--- src/rtl/tpc_pkg.sv ---
package tpc_pkg;
  typedef enum logic {
    PACE_ACK  = 1'b0,
    PACE_FAST = 1'b1
  } pace_mode_e;
endpackage

--- src/rtl/tpc_phase_track.sv ---
module tpc_phase_track (
  input  logic clk,
  input  logic rst_n,
  input  logic step_i,
  input  logic ack_i,
  output logic req_o,
  output logic settled_o
);
  logic req_q;
  logic req_d;

  always_comb begin
    req_d = req_q;
    if (step_i) req_d = ~req_q;
  end

  always_ff @(posedge clk or negedge rst_n) begin
    if (!rst_n) req_q <= 1'b0;
    else        req_q <= req_d;
  end

  assign req_o     = req_q;
  assign settled_o = (ack_i == req_q);

  // a send step flips the request once
  a_r2_flip_on_step: assert property (@(posedge clk) disable iff (!rst_n)
    step_i |=> (req_q != $past(req_q)));
  // request is steady without a step
  a_r3_req_steady: assert property (@(posedge clk) disable iff (!rst_n)
    !step_i |=> $stable(req_q));
endmodule

--- src/rtl/tpc_pace_sel.sv ---
module tpc_pace_sel
  import tpc_pkg::*;
(
  input  pace_mode_e mode_i,
  input  logic       settled_i,
  input  logic       consumed_i,
  input  logic       valid_i,
  output logic       ready_o,
  output logic       load_o
);
  always_comb begin
    unique case (mode_i)
      PACE_FAST: ready_o = consumed_i;
      default:   ready_o = settled_i;
    endcase
    load_o = valid_i & ready_o;
  end
endmodule

--- src/rtl/tpc_hold_reg.sv ---
module tpc_hold_reg #(
  parameter int WIDTH = 8
) (
  input  logic             clk,
  input  logic             rst_n,
  input  logic             en_i,
  input  logic [WIDTH-1:0] d_i,
  output logic [WIDTH-1:0] q_o
);
  logic [WIDTH-1:0] q_q;
  logic [WIDTH-1:0] q_d;

  always_comb begin
    q_d = q_q;
    if (en_i) q_d = d_i;
  end

  always_ff @(posedge clk or negedge rst_n) begin
    if (!rst_n) q_q <= '0;
    else        q_q <= q_d;
  end

  assign q_o = q_q;

  // held word does not move without a load
  a_r3_hold_word: assert property (@(posedge clk) disable iff (!rst_n)
    !en_i |=> $stable(q_q));
  // a load captures the presented word
  a_r2_capture: assert property (@(posedge clk) disable iff (!rst_n)
    en_i |=> (q_q == $past(d_i)));
endmodule

--- src/rtl/tpc_sender.sv ---
module tpc_sender
  import tpc_pkg::*;
#(
  parameter int DATA_W = 8
) (
  input  logic              clk,
  input  logic              rst_n,
  input  logic              mode_fast_i,
  input  logic              in_valid_i,
  output logic              in_ready_o,
  input  logic [DATA_W-1:0] in_data_i,
  output logic [DATA_W-1:0] out_data_o,
  output logic              out_load_o,
  output logic              req_o,
  input  logic              ack_i,
  input  logic              consumed_i
);
  pace_mode_e mode;
  logic       settled;
  logic       load;

  assign mode = pace_mode_e'(mode_fast_i);

  tpc_phase_track u_track (
    .clk       (clk),
    .rst_n     (rst_n),
    .step_i    (load),
    .ack_i     (ack_i),
    .req_o     (req_o),
    .settled_o (settled)
  );

  tpc_pace_sel u_pace (
    .mode_i     (mode),
    .settled_i  (settled),
    .consumed_i (consumed_i),
    .valid_i    (in_valid_i),
    .ready_o    (in_ready_o),
    .load_o     (load)
  );

  tpc_hold_reg #(.WIDTH(DATA_W)) u_hold (
    .clk   (clk),
    .rst_n (rst_n),
    .en_i  (load),
    .d_i   (in_data_i),
    .q_o   (out_data_o)
  );

  assign out_load_o = load;

  // no second request while an acknowledge is outstanding
  a_r4_wait_ack: assert property (@(posedge clk) disable iff (!rst_n)
    (!mode_fast_i && (req_o != ack_i)) |-> !out_load_o);
  // fast pacing blocks when the first stage is occupied
  a_r6_fast_gate: assert property (@(posedge clk) disable iff (!rst_n)
    (mode_fast_i && !consumed_i) |-> !in_ready_o);
  // load only for a valid word
  a_r2_load_valid: assert property (@(posedge clk) disable iff (!rst_n)
    out_load_o |-> in_valid_i);
endmodule

--- config.mk ---
export PLATFORM = sky130hd
export DESIGN_NAME = tpc_sender
export DESIGN_NICKNAME = d
export VERILOG_FILES = /design/src/rtl/tpc_pkg.sv /design/src/rtl/tpc_phase_track.sv /design/src/rtl/tpc_pace_sel.sv /design/src/rtl/tpc_hold_reg.sv /design/src/rtl/tpc_sender.sv
export SDC_FILE = /design/constraint.sdc
export NUM_CORES = 1
export LEC_CHECK = 0
export BUFFER_PORTS_ARGS = -buffer_cell sky130_fd_sc_hd__clkbuf_2
export CORE_MARGIN = 2
export CORE_UTILIZATION = 52
export DETAILED_ROUTE_END_ITERATION = 10
export PLACE_DENSITY = 0.79
export SLEW_MARGIN = 20
export SYNTH_ARGS = -nofsm -noshare
export SYNTH_HDL_FRONTEND = slang
export SYNTH_SLANG_ARGS = --single-unit
--- constraint.sdc ---
create_clock -name clk -period 3.68 [get_ports clk]
set_input_delay 1.104 -clock clk [delete_from_list [all_inputs] [get_ports clk]]
set_output_delay 1.104 -clock clk [all_outputs]
set_load 0.02 [all_outputs]
==> results of run 1 <==
-- cells by family (layout without fill, tap and decap cells) --
group | Yosys count | in the layout | share of synthesized area
AOI/OAI and AO/OA | 20 | 20 | 0.2190
xor gates and xnor gates | 1 | 1 | 0.03736
muxes | 8 | 8 | 0.1087
and+or+nand+nor | 26 | 26 | 0.2309
buffers and inverters | 17 | 41 | 0.09846
DFF | 9 | 9 | 0.3056
-- power groups by stage --
stage	Clock, mW	Combinational (mW)	Sequential, mW
3_5_place_dp	0	0.168	0.147
6_report	0.0784	0.167	0.144
3_3_place_gp	0	0.166	0.145
2_1_floorplan	0	0.0897	0.171
4_1_cts	0.0802	0.169	0.144
5_1_grt	0.0890	0.182	0.148
-- metal layers --
layer | global-route usage | vias to the layer above | part of all wire
met5 | 0 | - | 0
met3 | 0.03478 | 2 | 0.047
met2 | 0.2750 | 16 | 0.43
met4 | 0.05806 | 0 | 0.0038
met1 | 0.3039 | 316 | 0.52
li1 | - | 356 | -
-- worst max path at each step --
stage                      end  slack, ps
floorplan           out_load_o        590
global placement    out_load_o        630
detailed placement  out_load_o        610
CTS                 out_load_o        600
global route        out_load_o        520
finish              out_load_o        590
-- area by class of cell --
type	count	area (µm²)
clock buffers	4	26.28
fillers	118	424.2
inverters	9	33.78
multi-input cells	55	439.2
flip-flops and latches	9	225.2
well taps	15	18.77
repair buffers	28	150.1
-- worst min-delay path, delay by kind of cell (launching register included) --
family             cells  cell delay [ps]
AOI/OAI and AO/OA      1               80
and+or+nand+nor        1               80
DFF                    1              370
-- sequential cells by signal, indices dropped and copies added (netlist names) --
register       flops
u_hold.q_o         8
u_track.req_o      1
-- cell usage after synthesis --
cell | count | area share
xnor2_4 | 1 | 0.037
buf_2 | 6 | 0.041
nand4_1 | 8 | 0.068
inv_1 | 9 | 0.046
dfrtp_1 | 9 | 0.31
o2111ai_1 | 8 | 0.095
clkbuf_1 | 1 | 0.0051
nand2_1 | 1 | 0.0051
o22ai_1 | 1 | 0.0085
a22o_2 | 1 | 0.014
a21boi_0 | 8 | 0.081
and2_1 | 1 | 0.0085
nand3_1 | 8 | 0.054
o21ai_0 | 1 | 0.0068
and3b_1 | 8 | 0.095
a21bo_1 | 1 | 0.014
clkbuf_2 | 1 | 0.0068
mux2i_1 | 8 | 0.11
-- stage by stage --
stage | hold WS, ps | setup WS (ps) | util | std cells | power [mW]
final | 572.1 | 590.8 | 0.6781 | 120 | 0.3901
after global routing | 620.9 | 519.9 | 0.6781 | 120 | 0.4191
after CTS | 579.1 | 604.7 | 0.6781 | 120 | 0.3937
after detailed placement | 566.2 | 610.0 | 0.6581 | 116 | 0.3149
after global placement | 555.0 | 631.4 | 0.6581 | 116 | 0.3103
after floorplan | 667.8 | 594.0 | - | 81 | 0.2609
-- cell usage in the layout (no fill, tap or decap), types with 3 or more instances in the layout --
master     count
a21boi_0       8
clkbuf_4       3
dfrtp_1        9
nand4_1        8
mux2i_1        8
buf_4          4
clkbuf_2      24
and3b_1        8
nand3_1        8
o2111ai_1      8
inv_1          9
==> impl_metrics.ini, run 1 <==
[die]
die_area_um2 = 1734
fp.dieH_um = 41.65
start_util = 0.5594
core-area_um2 = 1318
rows = 13
dieWidth_um = 41.65
num_io_pins = 25

[placement]
dp_hpwl_um = 1130
place.gp.congestion = 0.7138
dpl_cell_area_um2 = 867.1
port_buffers = 24

[power]
vdd_drop_max_mv = 0.2676
pwr-share-comb = 0.429
p_seq_frac = 0.370
switching_share = 0.3901
leakagePower_nw = 0.4808
clock_power_share = 0.201
power.density_nw_per_um2 = 436.6
internal_power_mw = 0.2379
power_switching_mw = 0.1522

[clock_tree]
cts-resized-gates = 0
cts_tree = done
root_buffer = clkbuf_4
insertion_delay_ps = 260
cts_buffers = 3
postCtsHoldBufs = 0
clk_pin_slew_ps = 60
clk_path_buf_depth = 2
post_cts_buffers = 0
cts_sinks = 9
htree_levels = 1

[timing]
setup_viol = 0
final.period_utilization = 0.8395
min_period_ps = 3089
fmax_mhz = 323.7
final_hold_viol_count = 0
clock_skew_ps = 1.398
slew_headroom = 0.7846
tightest_slew_ps = 323.1
drv_slew = 0
rsz0062_at_grt = false
fin_tns_setup_ps = 0

[setup_path]
r2r-end = u_hold.q_o[6]
worstPathArrival_ps = 1990
critical_path.max_fanout = 18
worst_path_largest_cell_delay_ps = 230
end_kind = primary output
crit_type = in2out
critPathLaunchType = input port
rrSetupSlack_ps = 2330
reg2reg_depth = 4
critPathMostFrequentCell = clkbuf_2
crit_slowest_cell = clkbuf_2
path_cells = clkbuf_2 > nand2_1 > a21bo_1 > and2_1 > clkbuf_2
r2r_start = u_track.req_o
critical_path.top_delay_family = buffers and inverters
path_depth = 5
crit_path_start = consumed_i
crit_buf_inv = 2
crit_required_ps = 2580

[yosys]
synth.cell_area_um2 = 737.0
synth_area_per_cell_um2 = 9.098
synth-seq-cells = 9
synth_nets = 95
synth_warnings = 0
netlist_instances = 81
synth_seq_area_share = 0.3056
synth_cell_type_count = 18

[route]
ant_nets = 0
drt-pass1-iter-count = 4
dr_total_vias = 690
drt_first_iter_violations = 6
via_per_inst = 5.750
wl_per_cell_um = 13.16
drc = 0
drt_wl_total_um = 1579

[job]
maxCapViolCount = 0

[outcome]
status = completed

[global_route]
grt.total_usage = 0.1960
grt_antenna_before_repair = 0
grt_pass1_wl_um = 2677
first_global_vias = 578
grt_max_degree = 33
grt-ovfl-total = 0

[finish]
drive_gt1_frac = 0.3143
num-nets-final = 120
fin_area_um2 = 893.4
diodes = 0
area_growth_pct = 21.22

[hold_path]
hp-class = reg2reg
hold_depth = 2
hold_path.startpoint = u_hold.q_o[3]
holdPathEnd = u_hold.q_o[3]
(Power assumes the default switching activity.)
==> run 2: changes to the inputs <==
--- a/config.mk
+++ b/config.mk
@@ -7,9 +7,9 @@
 export LEC_CHECK = 0
 export BUFFER_PORTS_ARGS = -buffer_cell sky130_fd_sc_hd__clkbuf_2
 export CORE_MARGIN = 2
-export CORE_UTILIZATION = 52
+export CORE_UTILIZATION = 43
 export DETAILED_ROUTE_END_ITERATION = 10
-export PLACE_DENSITY = 0.79
+export PLACE_DENSITY = 0.7
 export SLEW_MARGIN = 20
 export SYNTH_ARGS = -nofsm -noshare
 export SYNTH_HDL_FRONTEND = slang
==> constraint.sdc (replaced) <==
create_clock -name clk -period 2.84 [get_ports clk]
set_input_delay 0.852 -clock clk [delete_from_list [all_inputs] [get_ports clk]]
set_output_delay 0.852 -clock clk [all_outputs]
set_load 0.02 [all_outputs]
==> run 2 against run 1 <==
Flip-flop and latch count did not move. Utilization fell by 9.9 points. Setup slack worse by 320 ps. Total power rose by 30%. Register-to-register slack worse by 830 ps. Clock skew is 2.9 ps higher. Clock-buffer cell count unchanged.
==> impl_metrics.ini, run 2 (synthesis results as in run 1) <==
[die]
core-area_um2 = 1559
num_io_pins = 25
start_util = 0.4727
rows = 14
dieWidth_um = 45.40
fp.dieH_um = 45.40
die_area_um2 = 2061

[setup_path]
crit_required_ps = 1990
end_kind = primary output
crit_slowest_cell = clkbuf_2
path_cells = clkbuf_2 > nand2_1 > a21bo_1 > and2_1 > clkbuf_2
worstPathArrival_ps = 1720
critPathLaunchType = input port
critical_path.top_delay_family = buffers and inverters
critPathMostFrequentCell = clkbuf_2
crit_type = in2out
critical_path.max_fanout = 17
worst_path_largest_cell_delay_ps = 210
crit_buf_inv = 2

[clock_tree]
root_buffer = clkbuf_4
cts_tree = done
htree_levels = 1
cts_sinks = 9
clk_pin_slew_ps = 70
cts_buffers = 3
insertion_delay_ps = 260
postCtsHoldBufs = 0
post_cts_buffers = 0
cts-resized-gates = 0
clk_path_buf_depth = 2

[global_route]
first_global_vias = 662
grt.total_usage = 0.1921
grt-ovfl-total = 0
grt_antenna_before_repair = 0
grt_max_degree = 27
grt_pass1_wl_um = 2904

[power]
vdd_drop_max_mv = 0.2752
finalPower_mw = 0.5082
power.density_nw_per_um2 = 563.4
leakagePower_nw = 0.4856

[finish]
mostFrequentLayoutCell = clkbuf_2
drive_gt1_frac = 0.3208
num-nets-final = 121
final_cell_mix = clkbuf_2, inv_1, dfrtp_1
n_fill_cell = 146
multi_input_area_um2 = 439.2
ff_latch_area_um2 = 225.2
area_growth_pct = 22.41
diodes = 0
largest_reg_flops = 8

[timing]
final.period_utilization = 0.9055
setup_viol = 0
rsz0062_at_grt = false
drv_slew = 0
setup_ws_ps = 268.2
min_period_ps = 2572
clock_skew_ps = 4.267
slew_headroom = 0.8083
fmax_mhz = 388.8
fin_tns_setup_ps = 0
final_hold_viol_count = 0
tightest_slew_ps = 287.6

[placement]
post-place-ws_ps = 268.0
port_buffers = 24
place.gp.congestion = 0.7481
dp_hpwl_um = 1209

[route]
ant_nets = 0
wl_per_cell_um = 13.92
dr_total_vias = 707
drt_wl_total_um = 1698
via_per_inst = 5.795
drc = 0
drt_first_iter_violations = 9
drt-pass1-iter-count = 4

[outcome]
status = completed

[hold_path]
hp-class = in2async

[job]
maxCapViolCount = 0
run 2: cell types whose count changed in the layout (fill, tap and decap cells not counted):
cell   previous run  this run
buf_4             4         5
run 2: power breakdown:
| group | switching [mW] | leakage, nW | internal [mW] |
|---|---|---|---|
| logic | 0.122 | 0.373 | 0.0977 |
| registers | 0.0299 | 0.0972 | 0.157 |
| clock network | 0.0472 | 0.0150 | 0.0543 |
| total | 0.199 | 0.486 | 0.309 |
run 2: metal layers:
metal  part of all wire  global-route usage
met1               0.51              0.2643
met2               0.43              0.2986
met3              0.044             0.02381
met4              0.012             0.08824
met5                  0                   0
run 2: final timing paths:
check | start | to | slack (ps) | cells past startpoint
setup / recovery | mode_fast_i | out_load_o | 270 | 5
hold / removal | rst_n | u_track.req_o | 440 | 1
setup reg to reg | u_track.req_o | u_hold.q_o[4] | 1500 | 4
hold reg to reg | u_hold.q_o[5] | u_hold.q_o[5] | 570 | 2
max in group asynchronous | rst_n | u_hold.q_o[3] | 2190 | 1
min in group clk | u_hold.q_o[5] | u_hold.q_o[5] | 570 | 2
run 2: cell type report:
type | count | area share
well taps | 16 | 0.02219
flip-flops and latches | 9 | 0.2497
clock buffers | 4 | 0.02913
repair buffers | 29 | 0.1748
multi-input cells | 55 | 0.4868
inverters | 9 | 0.03745
run 2: per-stage QoR:
| stage | utilization | area (µm²) | hold slack (ps) | std cells |
|---|---|---|---|---|
| CTS | 0.5787 | 902.1 | 448.5 | 122 |
| floorplan | - | 737.0 | 556.4 | 81 |
| global route | 0.5787 | 902.1 | 453.3 | 122 |
| detailed placement | 0.5618 | 875.8 | 572.0 | 118 |
| finish | 0.5787 | 902.1 | 440.2 | 122 |
| global placement | 0.5618 | 875.8 | 554.2 | 118 |
==> run 3: changes to the inputs <==
--- a/config.mk
+++ b/config.mk
@@ -5,11 +5,11 @@
 export SDC_FILE = /design/constraint.sdc
 export NUM_CORES = 1
 export LEC_CHECK = 0
-export BUFFER_PORTS_ARGS = -buffer_cell sky130_fd_sc_hd__clkbuf_2
 export CORE_MARGIN = 2
-export CORE_UTILIZATION = 43
+export CORE_UTILIZATION = 54
 export DETAILED_ROUTE_END_ITERATION = 10
-export PLACE_DENSITY = 0.7
+export DONT_BUFFER_PORTS = 1
+export PLACE_DENSITY = 0.78
 export SLEW_MARGIN = 20
 export SYNTH_ARGS = -nofsm -noshare
 export SYNTH_HDL_FRONTEND = slang
==> run 3 against run 2 <==
Critical path depth down 2. Routed wire length down 7.2%. Critical endpoint unchanged. Utilization up 1.7 points. Highest routed layer unchanged. Critical path type is now reg2out.
==> impl_metrics.ini, run 3 (synthesis results as in run 1) <==
[outcome]
status = completed

[die]
fp.dieH_um = 40.94
rows = 13
die_area_um2 = 1676
num_io_pins = 25
core-area_um2 = 1285
start_util = 0.5735
dieWidth_um = 40.94

[clock_tree]
cts_buffers = 3
clk_path_buf_depth = 2
clk_pin_slew_ps = 70
root_buffer = clkbuf_4
htree_levels = 1
cts_sinks = 9
post_cts_buffers = 0
cts_tree = done
insertion_delay_ps = 270
cts-resized-gates = 0
postCtsHoldBufs = 0

[finish]
largest_reg_flops = 8
diodes = 0
area_growth_pct = 3.905
final_cell_mix = inv_1, dfrtp_1
drive_gt1_frac = 0.1000
num-nets-final = 95

[route]
drt_wl_total_um = 1575
drc = 0
ant_nets = 0
dr_total_vias = 641
drt_first_iter_violations = 4
wl_per_cell_um = 16.58
drt-pass1-iter-count = 3
via_per_inst = 6.747

[placement]
dp_hpwl_um = 1068
place.gp.congestion = 0.6946
post-place-ws_ps = 591.4
port_buffers = 0

[setup_path]
crit_type = reg2out
critical_path.max_fanout = 4
r2r_start = u_track.req_o
worstPathArrival_ps = 1440
critPathLaunchType = flip-flop
crit_path_start = u_track.req_o
end_kind = primary output
crit_required_ps = 1990

[global_route]
grt_util_met1 = 0.2609
gr-usage-met2 = 0.3516
grt-ovfl-total = 0
grt_max_degree = 36
grt_pass1_wl_um = 2325
grt_antenna_before_repair = 0
busiest_layer = met2
grt.total_usage = 0.2095
met3_usage = 0.04348
first_global_vias = 542

[hold_path]
hp-class = in2async

[timing]
setup_ws_ps = 552.3
fin_tns_setup_ps = 0
tightest_slew_ps = 404.6
min_period_ps = 2288
drv_slew = 0
clock_skew_ps = 3.246
rsz0062_at_grt = false
final_hold_viol_count = 0
final.period_utilization = 0.8055
slew_headroom = 0.7302
fmax_mhz = 437.1
setup_viol = 0

[power]
leakagePower_nw = 0.3774
vdd_drop_max_mv = 0.2854
power.density_nw_per_um2 = 595.3

[job]
maxCapViolCount = 0
run 3: cell count changes in the layout (fill, tap and decap cells not counted):
cell      change
buf_4         -2
clkbuf_2     -24
run 3: final timing paths:
path | cells after the start | endpoint | slack (ps)
worst max-delay path | 3 | out_load_o | 550
worst min-delay path | 0 | u_hold.q_o[5] | 270
worst max register to register | 4 | u_hold.q_o[7] | 1370
worst min register to register | 2 | u_hold.q_o[2] | 720
max in group asynchronous | 0 | u_hold.q_o[7] | 2500
min in group clk | 1 | u_hold.q_o[3] | 710
run 3: cell type report:
class | instances | area [µm²]
Clock buffer | 4 | 26.28
Timing Repair Buffer | 3 | 22.52
Tap cell | 15 | 18.77
Sequential cell | 9 | 225.2
Fill cell | 104 | 519.2
Multi-Input combinational cell | 55 | 439.2
Inverter | 9 | 33.78
run 3: report_power, final:
group          internal (mW)  switching, mW
logic                 0.0708         0.0534
registers              0.157         0.0716
clock network         0.0544         0.0489
run 3: per-layer routing:
metal,vias to the layer above,wire length (µm)
met2,17,778
met5,-,0
met1,313,681
li1,309,-
met4,0,14
met3,2,100
run 3: per-stage QoR:
| step | std cells | hold slack [ps] | power, mW | area [µm²] | util |
|---|---|---|---|---|---|
| floorplan | 81 | 556.4 | 0.3381 | 737.0 | - |
| global placement | 91 | 556.6 | 0.3488 | 739.5 | 0.5755 |
| detailed placement | 91 | 556.7 | 0.3559 | 739.5 | 0.5755 |
| CTS | 95 | 268.1 | 0.4588 | 765.7 | 0.5959 |
| global route | 95 | 265.3 | 0.4822 | 765.7 | 0.5959 |
| finish | 95 | 273.8 | 0.4558 | 765.7 | 0.5959 |
run 3: critical path, stage by stage (launching register included):
cell and delay, ps:
dfrtp_1 530, xnor2_4 210, a21bo_1 210, and2_1 220
